**src/rtl/mode_sel_pkg.sv**
```systemverilog
package mode_sel_pkg;
  // pin lanes; lane 0 wins ties
  localparam int unsigned NUM_PINS   = 2;
  localparam int unsigned LANE_FRAME = 0;
  localparam int unsigned LANE_SHIFT = 1;

  typedef enum logic {
    MODE_ENABLE_FIRST = 1'b0,
    MODE_CLOCK_FIRST  = 1'b1
  } frame_mode_e;
endpackage

```
**src/rtl/pin_sync.sv**
```systemverilog
module pin_sync #(
  parameter int unsigned WIDTH  = 2,
  parameter int unsigned STAGES = 2
) (
  input  logic             clk_i,
  input  logic             rst_ni,
  input  logic [WIDTH-1:0] async_i,
  output logic [WIDTH-1:0] sync_o
);
  for (genvar b = 0; b < WIDTH; b++) begin : g_lane
    logic [STAGES-1:0] chain_q;
    always_ff @(posedge clk_i or negedge rst_ni) begin
      if (!rst_ni) chain_q <= '0;
      else if (STAGES == 1) chain_q <= async_i[b];
      else chain_q <= {chain_q[STAGES-2:0], async_i[b]};
    end
    assign sync_o[b] = chain_q[STAGES-1];
  end
endmodule

```
**src/rtl/rise_detect.sv**
```systemverilog
module rise_detect #(
  parameter int unsigned WIDTH = 2
) (
  input  logic             clk_i,
  input  logic             rst_ni,
  input  logic [WIDTH-1:0] level_i,
  output logic [WIDTH-1:0] rise_o
);
  logic [WIDTH-1:0] prev_q;

  always_ff @(posedge clk_i or negedge rst_ni) begin
    if (!rst_ni) prev_q <= '0;
    else         prev_q <= level_i;
  end

  assign rise_o = level_i & ~prev_q;
endmodule

```
**src/rtl/first_edge_arbiter.sv**
```systemverilog
module first_edge_arbiter
  import mode_sel_pkg::*;
(
  input  logic                clk_i,
  input  logic                rst_ni,
  input  logic [NUM_PINS-1:0] rise_i,
  output frame_mode_e         mode_o,
  output logic                valid_o
);
  frame_mode_e mode_q;
  logic        valid_q;
  logic        take;

  assign take = !valid_q && (|rise_i);

  always_ff @(posedge clk_i or negedge rst_ni) begin
    if (!rst_ni) begin
      valid_q <= 1'b0;
      mode_q  <= MODE_ENABLE_FIRST;
    end else if (take) begin
      valid_q <= 1'b1;
      mode_q  <= rise_i[LANE_FRAME] ? MODE_ENABLE_FIRST : MODE_CLOCK_FIRST;
    end
  end

  assign mode_o  = mode_q;
  assign valid_o = valid_q;


  lock_hold_chk: assert property (@(posedge clk_i) disable iff (!rst_ni)
    valid_q |=> (valid_q && $stable(mode_q)));
endmodule

```
**src/rtl/first_edge_mode_sel.sv**
```systemverilog
module first_edge_mode_sel
  import mode_sel_pkg::*;
#(
  parameter int unsigned SYNC_STAGES = 2
) (
  input  logic clk_i,
  input  logic rst_ni,
  input  logic frame_en_i,
  input  logic shift_clk_i,
  output logic mode_o,
  output logic mode_valid_o
);
  logic [NUM_PINS-1:0] pins_async;
  logic [NUM_PINS-1:0] pins_sync;
  logic [NUM_PINS-1:0] pins_rise;
  frame_mode_e         mode_sel;
  logic                sel_valid;

  assign pins_async[LANE_FRAME] = frame_en_i;
  assign pins_async[LANE_SHIFT] = shift_clk_i;

  pin_sync #(.WIDTH(NUM_PINS), .STAGES(SYNC_STAGES)) sync_i (
    .clk_i  (clk_i),
    .rst_ni (rst_ni),
    .async_i(pins_async),
    .sync_o (pins_sync)
  );

  rise_detect #(.WIDTH(NUM_PINS)) edge_i (
    .clk_i  (clk_i),
    .rst_ni (rst_ni),
    .level_i(pins_sync),
    .rise_o (pins_rise)
  );

  first_edge_arbiter arb_i (
    .clk_i  (clk_i),
    .rst_ni (rst_ni),
    .rise_i (pins_rise),
    .mode_o (mode_sel),
    .valid_o(sel_valid)
  );

  assign mode_o       = mode_sel;
  assign mode_valid_o = sel_valid;


  valid_needs_edge_chk: assert property (@(posedge clk_i) disable iff (!rst_ni)
    $rose(mode_valid_o) |-> $past(|pins_rise));


  frame_first_chk: assert property (@(posedge clk_i) disable iff (!rst_ni)
    (!mode_valid_o && pins_rise[LANE_FRAME] && !pins_rise[LANE_SHIFT])
      |=> (mode_valid_o && !mode_o));


  shift_first_chk: assert property (@(posedge clk_i) disable iff (!rst_ni)
    (!mode_valid_o && pins_rise[LANE_SHIFT] && !pins_rise[LANE_FRAME])
      |=> (mode_valid_o && mode_o));


  tie_break_chk: assert property (@(posedge clk_i) disable iff (!rst_ni)
    (!mode_valid_o && (&pins_rise)) |=> (mode_valid_o && !mode_o));
endmodule

```
**config.mk**
```make
export PLATFORM = sky130hd
export DESIGN_NAME = first_edge_mode_sel
export DESIGN_NICKNAME = d
export VERILOG_FILES = /design/src/rtl/mode_sel_pkg.sv /design/src/rtl/pin_sync.sv /design/src/rtl/rise_detect.sv /design/src/rtl/first_edge_arbiter.sv /design/src/rtl/first_edge_mode_sel.sv
export SDC_FILE = /design/constraint.sdc
export NUM_CORES = 1
export LEC_CHECK = 0
export BUFFER_PORTS_ARGS = -buffer_cell sky130_fd_sc_hd__buf_2
export CAP_MARGIN = 10
export CORE_AREA = 2 2 39 41
export CTS_CLUSTER_SIZE = 20
export DETAILED_ROUTE_END_ITERATION = 7
export DIE_AREA = 0 0 41 43
export HOLD_SLACK_MARGIN = 0.12
export PLACE_DENSITY = 0.38
export REMOVE_ABC_BUFFERS = 1
export SKIP_CTS_REPAIR_TIMING = 1
export SLEW_MARGIN = 30
export SYNTH_ARGS = -nofsm -noshare
export SYNTH_HDL_FRONTEND = slang
export SYNTH_SLANG_ARGS = --single-unit
```
**constraint.sdc**
```tcl
create_clock -name clk_i -period 2.6 [get_ports clk_i]
set_input_delay 0.26 -clock clk_i [delete_from_list [all_inputs] [get_ports clk_i]]
set_output_delay 0.26 -clock clk_i [all_outputs]
set_load 0.01 [all_outputs]
```
==> results.yml, run 1 <==
outcome:
  outcome: "finished, final reports clean"
power_and_ir_drop:
  power_leakage_nw: 0.162
  irDropWorstVdd_mv: 0.200
  cellPowerDensity_nw_per_um2: 701
sta:
  timing.final.crit_share_pct: 41.5
  timing.max_slew.rel_slack_pct: 88.4
  holdWs_ns: 0.349
  max_freq_mhz: 927
  final.setup.tns_ns: 0
  final-max-slew-violation-count: 0
  grt_setup_unrepaired: "false"
  finalSetupViolCount: 0
  timing_worst_slew_pin_value_ns: 0.174
  clock_skew_ns: 0.00149
  timing_hold_violations_final: 0
  timing.final.crit_period_ns: 1.08
die:
  die_width_um: 41
  io_pins: 6
  rows: 14
  dieArea_um2: 1760
  initial_standard_cell_utilization_of_the_core_pct: 17.5
  fp.coreArea_um2: 1380
  height_of_the_chip_um: 43
clock_network:
  clk_pin_slew_worst_paths_ns: 0.05
  clock_path_buffers: 2
  cts_made_buffers: 3
  clock_tree_from_tritoncts: "done"
  clkLatencyLatePin_ns: 0.25
  clock_sinks: 8
  clk_root_buffer_cell: "sky130_fd_sc_hd__clkbuf_4"
  ctsHtreeMaxLevel: 1
setup_path:
  worstPathArrival_ns: 0.82
  timing.critical_path.required_ns: 2.34
  crit_chain: "buf_2"
  timing.critical_path.to_type: "primary output"
  crit_path_max_fanout: 4
  criticalPathCategory: "reg -> out"
  crit_family: "flip-flops"
  path_buf_inv: 1
  setup.worst_path.start_class: "flop"
  crit_slowest_cell: "sky130_fd_sc_hd__dfrtp_1"
  ff2ff_setup_slack_ns: 1.72
  cpPeakStageDelay_ns: 0.41
synth:
  synth_seq_cells: 8
  synthesized_area_divided_by_synthesized_cell_count_um2: 17.3
  synthesis.area_um2: 243
  synth_warnings: 0
  synth-seq-area-share_pct: 82.5
  syn-instance-count: 14
  synthDistinctLibCells: 5
layout:
  layout.cells.most_common_list: "8 x sky130_fd_sc_hd__dfrtp_1, 5 x sky130_fd_sc_hd__buf_2, 3 x sky130_fd_sc_hd__inv_1, 3 x sky130_fd_sc_hd__clkbuf_4, 3 x sky130_fd_sc_hd__dlygate4sd3_1"
  layout.cells.most_common: "sky130_fd_sc_hd__dfrtp_1"
  signed_area_change_from_the_synthesized_netlist_to_the_final_layout_pct: 40.2
  post_route_cells_drive_above_1_share_pct: 36.0
  num-nets-final: 31
  fin_util_pct: 24.6
  n_antenna_cell: 0
detailed_routing:
  top_layer: "met3"
  routedLengthMet1_um: 144
  postRouteAntennaNets: 0
  totalWireLength_um: 391
  remaining_drc_errors: 0
  detail_route.vias_per_cell: 3.88
  route.vias.total: 159
  dr_wl_met3_um: 51
  drtPass1Iterations: 4
  route.detailed.wl_per_inst_um: 9.54
  drtIter0Drc: 5
  route.met2.wl_um: 195
place:
  place.port_buffers: 5
  gp_congestion: 0.524
grt:
  first_pass_grt_wire_length_um: 669
  vias_in_the_first_global_route: 156
  antenna_violations_before_repair: 0
  largest_net_degree_at_the_start_of_global_routing: 9
  groute.usage.overall_pct: 6.52
  grt_overflow_total: 0
job:
  max_cap_viol_count: 0
worst_hold_path:
  hold_path_class: "reg -> reg"
[flip-flops by register name, summed over array words and instances, names as in the netlist]
signal / cells
edge_i.prev_q: 2
arb_i.valid_o: 1
sync_i.g_lane.chain_q: 4
arb_i.mode_o: 1
[final timing paths]
check	from	end	depth (start not counted)
setup / recovery	arb_i.valid_o	mode_valid_o	1
hold / removal	sync_i.g_lane[0].chain_q[0]	sync_i.g_lane[0].chain_q[1]	0
setup reg to reg	arb_i.valid_o	arb_i.mode_o	1
hold reg to reg	sync_i.g_lane[0].chain_q[0]	sync_i.g_lane[0].chain_q[1]	0
max in group asynchronous	rst_ni	sync_i.g_lane[1].chain_q[1]	2
min in group asynchronous	rst_ni	edge_i.prev_q[1]	2
[final cells by class]
cell class / count / area (µm²)
fillers: 143 / 1040
flip-flops and latches: 8 / 200
repair buffers: 8 / 55.1
multi-input cells: 3 / 31.3
clock buffers: 3 / 22.5
well taps: 16 / 20.0
inverters: 3 / 11.3
[per-stage QoR]
stage	std cells	setup WS, ns	area [µm²]	power (mW)
floorplan	14	1.71	243	0.139
global placement	35	1.75	288	0.145
detailed placement	35	1.73	288	0.146
CTS	38	1.52	310	0.240
global route	41	1.49	340	0.255
finish	41	1.52	340	0.239
[routing by layer]
metal | vias to the layer above | global-route usage [%]
met3 | 0 | 7.85
met2 | 10 | 8.44
li1 | 69 | -
met1 | 80 | 6.40
met5 | - | 0
met4 | 0 | 2.00
[logic make-up after synthesis]
logic type	after synthesis	share of synthesized area [%]
flip-flops	8	82.5
buffers and inverters	3	4.64
AO/OA/AOI/OAI	2	7.73
AND/OR/NAND/NOR	1	5.15
[Yosys cell counts (all sizes together)]
cell	n	share of area [%]
dfrtp	8	82
inv	3	4.6
nor3b	1	5.2
o221ai	1	3.6
o32a	1	4.1
[where the power goes]
group	internal, mW	switching, mW
sequential	0.131	0.00308
combinational	0.00726	0.00561
clock	0.0526	0.0389
Power figures use the tool's default switching activity.
==> inputs of run 2 (changes only) <==
==> constraint.sdc (replaced) <==
create_clock -name clk_i -period 1 [get_ports clk_i]
set_input_delay 0.1 -clock clk_i [delete_from_list [all_inputs] [get_ports clk_i]]
set_output_delay 0.1 -clock clk_i [all_outputs]
set_load 0.01 [all_outputs]
==> run 2 against run 1 <==
Final area is the same. Via count shrank 5.7%. Clock power grew to 2.6 times the previous value. Critical path type unchanged. Sequential share of layout area is the same. Core utilization is the same. Die area is the same. Count of clock-buffer cells in the layout is the same. Final cell count is the same. Critical path depth is the same. Largest power group unchanged.
==> results.yml, run 2 (same netlist as run 1, synthesis figures left out) <==
outcome:
  outcome: "finished, final reports clean"
power_and_ir_drop:
  power_leakage_nw: 0.162
  irDropWorstVdd_mv: 0.666
  post-layout-total-power_uw: 621
  cellPowerDensity_nw_per_um2: 1820
grt:
  groute.usage.overall_pct: 5.79
  grt_overflow_total: 0
  first_pass_grt_wire_length_um: 552
  vias_in_the_first_global_route: 136
  antenna_violations_before_repair: 0
  largest_net_degree_at_the_start_of_global_routing: 9
die:
  fp.coreArea_um2: 1380
  initial_standard_cell_utilization_of_the_core_pct: 17.5
  dieArea_um2: 1760
  die_width_um: 41
  height_of_the_chip_um: 43
  rows: 14
  io_pins: 6
layout:
  largest_register: "sync_i.g_lane.chain_q"
  n_antenna_cell: 0
  signed_area_change_from_the_synthesized_netlist_to_the_final_layout_pct: 40.2
  num-nets-final: 31
  reg.largest.list: "sync_i.g_lane.chain_q: 4 flops, edge_i.prev_q: 2 flops"
  post_route_cells_drive_above_1_share_pct: 36.0
  flip_flop_count_of_the_largest_register_after_layout: 4
  layout.cells.most_common_list: "8 x sky130_fd_sc_hd__dfrtp_1, 5 x sky130_fd_sc_hd__buf_2, 3 x sky130_fd_sc_hd__inv_1, 3 x sky130_fd_sc_hd__clkbuf_4, 3 x sky130_fd_sc_hd__dlygate4sd3_1"
  layout.cells.most_common: "sky130_fd_sc_hd__dfrtp_1"
  fin_util_pct: 24.6
sta:
  grt_setup_unrepaired: "false"
  timing_worst_slew_pin_value_ns: 0.179
  finalSetupViolCount: 0
  max_freq_mhz: 1090
  final-max-slew-violation-count: 0
  timing_hold_violations_final: 0
  final.setup.tns_ns: 0
  timing.final.crit_period_ns: 0.917
  timing.final.crit_share_pct: 91.7
  clock_skew_ns: 0.00561
  timing.max_slew.rel_slack_pct: 88.0
  holdWs_ns: 0.221
setup_path:
  criticalPathCategory: "reg -> out"
  setup.worst_path.start_class: "flop"
  crit_slowest_cell: "sky130_fd_sc_hd__dfrtp_1"
  crit_path_max_fanout: 4
  cpPeakStageDelay_ns: 0.41
  r2r_start: "arb_i.valid_o"
  crit_family: "flip-flops"
  r2r.worst_path.cells: 1
  worstPathArrival_ns: 0.82
  worstReg2RegEnd: "arb_i.mode_o"
  timing.critical_path.to_type: "primary output"
  crit_chain: "buf_2"
  ff2ff_setup_slack_ns: 0.11
  path_buf_inv: 1
  timing.critical_path.required_ns: 0.90
detailed_routing:
  route.vias.total: 150
  detail_route.vias_per_cell: 3.66
  postRouteAntennaNets: 0
  drtPass1Iterations: 1
  route.detailed.wl_per_inst_um: 9.98
  remaining_drc_errors: 0
  totalWireLength_um: 409
  drtIter0Drc: 0
job:
  max_cap_viol_count: 0
clock_network:
  clk_pin_slew_worst_paths_ns: 0.05
  clkLatencyLatePin_ns: 0.25
  clk_root_buffer_cell: "sky130_fd_sc_hd__clkbuf_4"
  clock_path_buffers: 2
  clock_tree_from_tritoncts: "done"
  cts_made_buffers: 3
  ctsHtreeMaxLevel: 1
  clock_sinks: 8
place:
  place.port_buffers: 5
  gp_congestion: 0.515
  hpwl_um: 261
worst_hold_path:
  hold_path_class: "in -> async"
## run 2: cell counts in the layout (fill, tap and decap cells not counted)
No cell type changed its count.
## run 2: worst max-delay path by stage
stage / startpoint / endpoint / cells past startpoint
5_1_grt: arb_i.valid_o / mode_valid_o / 1
3_3_place_gp: arb_i.valid_o / arb_i.mode_o / 1
2_1_floorplan: arb_i.valid_o / arb_i.mode_o / 1
6_report: arb_i.valid_o / mode_valid_o / 1
3_5_place_dp: arb_i.valid_o / arb_i.mode_o / 1
4_1_cts: arb_i.valid_o / mode_valid_o / 1
## run 2: per-layer routing
| metal | track usage, % | up-vias | part of all wire (%) | routed length [µm] |
|---|---|---|---|---|
| met3 | 7.85 | 0 | 9.3 | 38 |
| met4 | 4.00 | 0 | 0 | 0 |
| li1 | - | 69 | - | - |
| met5 | 0 | - | 0 | 0 |
| met1 | 4.68 | 73 | 39 | 161 |
| met2 | 6.88 | 8 | 51 | 209 |
## run 2: cell type report
class / count / area (µm²)
Clock buffer: 3 / 22.5
Fill cell: 143 / 1040
Inverter: 3 / 11.3
Multi-Input combinational cell: 3 / 31.3
Sequential cell: 8 / 200
Tap cell: 16 / 20.0
Timing Repair Buffer: 8 / 55.1
## run 2: power breakdown
part	total (mW)	internal, mW	switching, mW
sequential	0.350	0.341	0.00841
combinational	0.0343	0.0190	0.0153
clock	0.237	0.137	0.100
total	0.621	0.497	0.124
## run 2: stage by stage
| step | area [µm²] | setup slack [ns] | std cells |
|---|---|---|---|
| after detailed placement | 288 | 0.118 | 35 |
| after floorplan | 243 | 0.111 | 14 |
| after global placement | 288 | 0.153 | 35 |
| after global routing | 340 | 0.0473 | 41 |
| final | 340 | 0.0830 | 41 |
| after CTS | 310 | 0.0683 | 38 |
